--- src/rtl/hib_pkg.sv ---
package hib_pkg;
  localparam int STATE_W = 2;
  localparam int PIN_CNT = 3;
  // pin vector order: 0 reset, 1 memory reset, 2 irq
  localparam int PIN_RST    = 0;
  localparam int PIN_MEMRST = 1;
  localparam int PIN_IRQ    = 2;
  // bit set: mode 0 passes the functional value instead of driving low
  localparam logic [PIN_CNT-1:0] PASS_ON_CLR = 3'b100;

  typedef enum logic [STATE_W-1:0] {
    ST_ACTIVE  = 2'b00,
    ST_HIB     = 2'b01,
    ST_STARTUP = 2'b10
  } hib_state_e;
endpackage

--- src/rtl/hib_fsm.sv ---
module hib_fsm
  import hib_pkg::*;
(
  input  logic       clk_i,
  input  logic       rst_ni,
  input  logic       hib_req_i,
  input  logic       wake_via_startup_i,
  input  logic       keep_regs_i,
  input  logic       startup_done_i,
  output hib_state_e state_o,
  output logic       reg_rst_o
);
  hib_state_e state_q, state_d;
  logic       reg_rst_q, reg_rst_d;

  always_comb begin
    state_d   = state_q;
    reg_rst_d = 1'b0;
    unique case (state_q)
      ST_ACTIVE:  if (hib_req_i) state_d = ST_HIB;
      ST_HIB: begin
        if (!hib_req_i) begin
          state_d   = wake_via_startup_i ? ST_STARTUP : ST_ACTIVE;
          reg_rst_d = !keep_regs_i;
        end
      end
      ST_STARTUP: if (startup_done_i) state_d = ST_ACTIVE;
      default:    state_d = ST_ACTIVE;
    endcase
  end

  always_ff @(posedge clk_i or negedge rst_ni) begin
    if (!rst_ni) begin
      state_q   <= ST_ACTIVE;
      reg_rst_q <= 1'b0;
    end else begin
      state_q   <= state_d;
      reg_rst_q <= reg_rst_d;
    end
  end

  assign state_o   = state_q;
  assign reg_rst_o = reg_rst_q;

  AST_HIB_ENTRY: assert property (@(posedge clk_i) disable iff (!rst_ni)
    (state_q == ST_ACTIVE && hib_req_i) |=> state_q == ST_HIB);
  AST_STARTUP_HOLD: assert property (@(posedge clk_i) disable iff (!rst_ni)
    (state_q == ST_STARTUP && !startup_done_i) |=> state_q == ST_STARTUP);
  AST_STROBE_SINGLE: assert property (@(posedge clk_i) disable iff (!rst_ni)
    reg_rst_q |=> !reg_rst_q);
  AST_STROBE_CAUSE: assert property (@(posedge clk_i) disable iff (!rst_ni)
    reg_rst_q |-> ($past(state_q) == ST_HIB && state_q != ST_HIB && !$past(keep_regs_i)));
  AST_LEGAL_STATE: assert property (@(posedge clk_i) disable iff (!rst_ni)
    state_q != 2'b11);
endmodule

--- src/rtl/hib_pin_ovr.sv ---
module hib_pin_ovr #(
  parameter bit PASS_ON_CLR = 1'b0
) (
  input  logic hib_i,
  input  logic mode_i,
  input  logic func_i,
  output logic pin_o
);
  logic hib_val;

  generate
    if (PASS_ON_CLR) begin : g_pass
      assign hib_val = mode_i ? 1'b1 : func_i;
    end else begin : g_fixed
      assign hib_val = mode_i;
    end
  endgenerate

  assign pin_o = hib_i ? hib_val : func_i;
endmodule

--- src/rtl/hib_ctrl.sv ---
module hib_ctrl
  import hib_pkg::*;
(
  input  logic               clk_i,
  input  logic               rst_ni,
  input  logic               hib_req_i,
  input  logic               wake_via_startup_i,
  input  logic               keep_regs_i,
  input  logic               rst_mode_i,
  input  logic               memrst_mode_i,
  input  logic               irq_mode_i,
  input  logic               startup_done_i,
  input  logic               rst_n_func_i,
  input  logic               memrst_n_func_i,
  input  logic               irq_n_func_i,
  output logic [STATE_W-1:0] state_o,
  output logic               reg_rst_o,
  output logic               rst_n_o,
  output logic               memrst_n_o,
  output logic               irq_n_o
);
  hib_state_e         state;
  logic               in_hib;
  logic [PIN_CNT-1:0] mode_vec, func_vec, pin_vec;

  hib_fsm u_fsm (
    .clk_i              (clk_i),
    .rst_ni             (rst_ni),
    .hib_req_i          (hib_req_i),
    .wake_via_startup_i (wake_via_startup_i),
    .keep_regs_i        (keep_regs_i),
    .startup_done_i     (startup_done_i),
    .state_o            (state),
    .reg_rst_o          (reg_rst_o)
  );

  assign in_hib   = (state == ST_HIB);
  assign mode_vec = {irq_mode_i, memrst_mode_i, rst_mode_i};
  assign func_vec = {irq_n_func_i, memrst_n_func_i, rst_n_func_i};

  for (genvar i = 0; i < PIN_CNT; i++) begin : g_pin
    hib_pin_ovr #(.PASS_ON_CLR(PASS_ON_CLR[i])) u_ovr (
      .hib_i  (in_hib),
      .mode_i (mode_vec[i]),
      .func_i (func_vec[i]),
      .pin_o  (pin_vec[i])
    );
  end

  assign state_o    = state;
  assign rst_n_o    = pin_vec[PIN_RST];
  assign memrst_n_o = pin_vec[PIN_MEMRST];
  assign irq_n_o    = pin_vec[PIN_IRQ];

  AST_PINS_PASS: assert property (@(posedge clk_i) disable iff (!rst_ni)
    (state_o != ST_HIB) |-> (rst_n_o == rst_n_func_i && memrst_n_o == memrst_n_func_i
                             && irq_n_o == irq_n_func_i));
  AST_IRQ_QUIET: assert property (@(posedge clk_i) disable iff (!rst_ni)
    (state_o == ST_HIB && irq_mode_i) |-> irq_n_o);
  AST_RST_PARK: assert property (@(posedge clk_i) disable iff (!rst_ni)
    (state_o == ST_HIB) |-> (rst_n_o == rst_mode_i));
  AST_MEMRST_PARK: assert property (@(posedge clk_i) disable iff (!rst_ni)
    (state_o == ST_HIB) |-> (memrst_n_o == memrst_mode_i));
endmodule

--- config.mk ---
export PLATFORM = sky130hd
export DESIGN_NAME = hib_ctrl
export DESIGN_NICKNAME = d
export VERILOG_FILES = /design/src/rtl/hib_pkg.sv /design/src/rtl/hib_fsm.sv /design/src/rtl/hib_pin_ovr.sv /design/src/rtl/hib_ctrl.sv
export SDC_FILE = /design/constraint.sdc
export NUM_CORES = 1
export LEC_CHECK = 0
export BUFFER_PORTS_ARGS = -buffer_cell sky130_fd_sc_hd__buf_2
export CORE_AREA = 5 5 42 44
export CTS_BUF_LIST = sky130_fd_sc_hd__clkbuf_8 sky130_fd_sc_hd__clkbuf_16
export DETAILED_ROUTE_END_ITERATION = 8
export DIE_AREA = 0 0 47 49
export GPL_TIMING_DRIVEN = 0
export PLACE_DENSITY = 0.41
export REMOVE_ABC_BUFFERS = 1
export SYNTH_ARGS = -nofsm -noshare
export SYNTH_HDL_FRONTEND = slang
export SYNTH_SLANG_ARGS = --single-unit
--- constraint.sdc ---
create_clock -name clk_i -period 1.7 [get_ports clk_i]
set_input_delay 0.255 -clock clk_i [delete_from_list [all_inputs] [get_ports clk_i]]
set_output_delay 0.255 -clock clk_i [all_outputs]
set_load 0.02 [all_outputs]
==> reports/metrics.csv <==
stage,metric,value,unit
power,Pwr Total,0.000347,W
detailed_routing,wire length per cell,9.70,um
timing,Setup-failing EPs final,0,
job,MaxCap Viol Count,0,
timing,Hold WS,0.199,ns
floorplan,# rows,14,
clock_network,Clock Tree Buf Depth,2,
timing,endpoints failing hold,0,
timing,Max Clk Rate,638,MHz
synthesis,synth warn,0,
timing,final period utilization,0.922,
detailed_routing,DRT iter0 DRCs,0,
floorplan,I/O pin count,18,
worst_setup_path,CP endpoint kind,primary output,
synthesis,Yosys cell types,9,
global_route,first-pass GRT wire length,724,um
synthesis,Synth Instances,12,
timing,Clock Skew,0.00195,ns
layout,Nets,47,
layout,Util after Layout,0.231,
global_route,largest net degree at the start of global routing,6,
synthesis,leading area contributor after synthesis,dfrtp_1,
detailed_routing,detailed-route wire length,485,um
outcome,status,finished clean,
worst_setup_path,Setup crit start kind,flip-flop,
worst_hold_path,worst min-delay path category,primary input to flip-flop,
timing,RSZ-0062 raised after global routing,false,
clock_network,Clock Tree Root,clkbuf_8,
detailed_routing,vias per cell,3.58,
floorplan,Core Region,0.00140,sq mm
clock_network,TritonCTS clock tree,done,
global_route,vias in the first global route,195,
global_route,total global routing track utilization,0.0487,
clock_network,CTS Buf Count,3,
layout,layout cells sized above 1,0.765,
timing,fin. max-slew vios,0,
clock_network,hold buffers post-CTS,1,
clock_network,H-Tree Depth,1,
detailed_routing,First-pass DRT Iterations,1,
synthesis,"Cell Area, Synth",164,sq um
floorplan,Starting Density,0.117,
placement,Port Buffers,17,
detailed_routing,Via Count,179,
floorplan,die area,0.00230,sq mm
power,Power Density,1070,mW/mm^2
clock_network,cts repair resizes,0,
worst_setup_path,crit path DAT,1.31,ns
worst_setup_path,Setup CP Type,flip-flop to primary output,
synthesis,register bit count reported by yosys,3,
synthesis,sequential area share after synthesis,0.458,
placement,pre-CTS setup slack,0.354,ns
placement,RePlAce Congestion,0.660,
floorplan,Die Y-Extent,49,um
global_route,initial antenna violation count,0,
global_route,grt total ovfl,0,
timing,Worst Max-Slew Pin Slew,0.176,ns
power,Max VDD drop,0.384,mV
clock_network,CTS sink count,3,
timing,Total Negative Setup Slacks,0,ns
timing,fin crit period,1.57,ns
layout,ANT cells,0,
detailed_routing,post-route ant nets,0,
synthesis,share of Yosys cell area claimed by the top area cell type,0.458,
worst_setup_path,CP max FO,5,
detailed_routing,Residual DRC,0,
synthesis,top post-synthesis cells by area,"dfrtp_1, mux2_4, nor2b_4, nor3b_2, a21o_2",
clock_network,Post-CTS Repair Setup Buffers,0,
layout,fill count,160,
worst_setup_path,CP Data Required Time,1.44,ns
timing,Rel. slew slack,0.882,
synthesis,Syn Area/Cell,13.7,sq um
power,P_leak,0.183,nW
clock_network,Clock transition at path regs,0.03,ns
layout,synthesis-to-finish area growth,97.7,%
floorplan,Die X,47,um
timing,final setup margin,0.132,ns
clock_network,Worst-Skew Late Latency,0.22,ns
## worst paths after layout
path	slack, ns	cells after the start	startpoint	endpoint
min in group asynchronous	0.37	2	rst_ni	u_fsm.state_o[0]
max reg2reg	0.80	2	u_fsm.state_o[0]	u_fsm.state_o[1]
min	0.20	2	keep_regs_i	u_fsm.reg_rst_o
max in group asynchronous	1.22	2	rst_ni	u_fsm.reg_rst_o
max	0.13	3	u_fsm.state_o[1]	rst_n_o
min reg2reg	0.52	1	u_fsm.state_o[1]	u_fsm.state_o[0]
## cell families after synthesis
family | Yosys count | synth area share
AO/OA/AOI/OAI | 2 | 0.107
buffers and inverters | 1 | 0.0229
flip-flops | 3 | 0.458
multiplexers | 2 | 0.183
AND/OR/NAND/NOR | 4 | 0.229
## metal layers
layer | up-vias | GRT usage | share of wire
met5 | - | 0 | 0
met3 | 0 | 0.0332 | 0.26
met1 | 77 | 0.0465 | 0.36
met2 | 16 | 0.0543 | 0.38
li1 | 86 | - | -
met4 | 0 | 0.0691 | 0
## flip-flops by register name, summed over array words and instances, names as in the netlist
signal / flops
u_fsm.state_o: 2
u_fsm.reg_rst_o: 1
## power breakdown
group          switching, W  total (W)  internal, W
registers        0.00000402  0.0000803    0.0000763
clock network     0.0000487   0.000203     0.000154
logic             0.0000309  0.0000645    0.0000336
## final cells by class
cell class	instances	area [sq um]	share of cell area
Inverter	1	3.75	0.0116
Multi-Input combinational cell	8	85.1	0.263
Clock buffer	3	41.3	0.127
Timing Repair Buffer	18	95.1	0.293
Tap cell	16	20.0	0.0618
Clock inverter	1	3.75	0.0116
Sequential cell	3	75.1	0.232
## critical path, cell delays in order (launching register included)
cell and delay (ns):
dfrtp_1 0.42, nor2b_4 0.21, mux2_4 0.31, buf_2 0.16
## cells in the final DEF, fill, tap and decap left out
master         count
nor3b_1            1
mux2_4             2
a21o_2             1
nor3b_2            1
a31o_2             1
dfrtp_1            3
inv_1              2
dlygate4sd3_1      1
nor2_1             1
nor2b_4            1
buf_2             17
clkbuf_8           3
## stage by stage
stage | instances | cell area (sq um)
2_1_floorplan | 12 | 164
3_3_place_gp | 45 | 269
3_5_place_dp | 45 | 269
4_1_cts | 50 | 324
5_1_grt | 50 | 324
6_report | 50 | 324
## cell usage after synthesis (all sizes together)
cell   instances
mux2           2
nor3b          2
a21o           1
nor2b          1
nor2           1
a31o           1
dfrtp          3
inv            1
(Power assumes the default switching activity.)
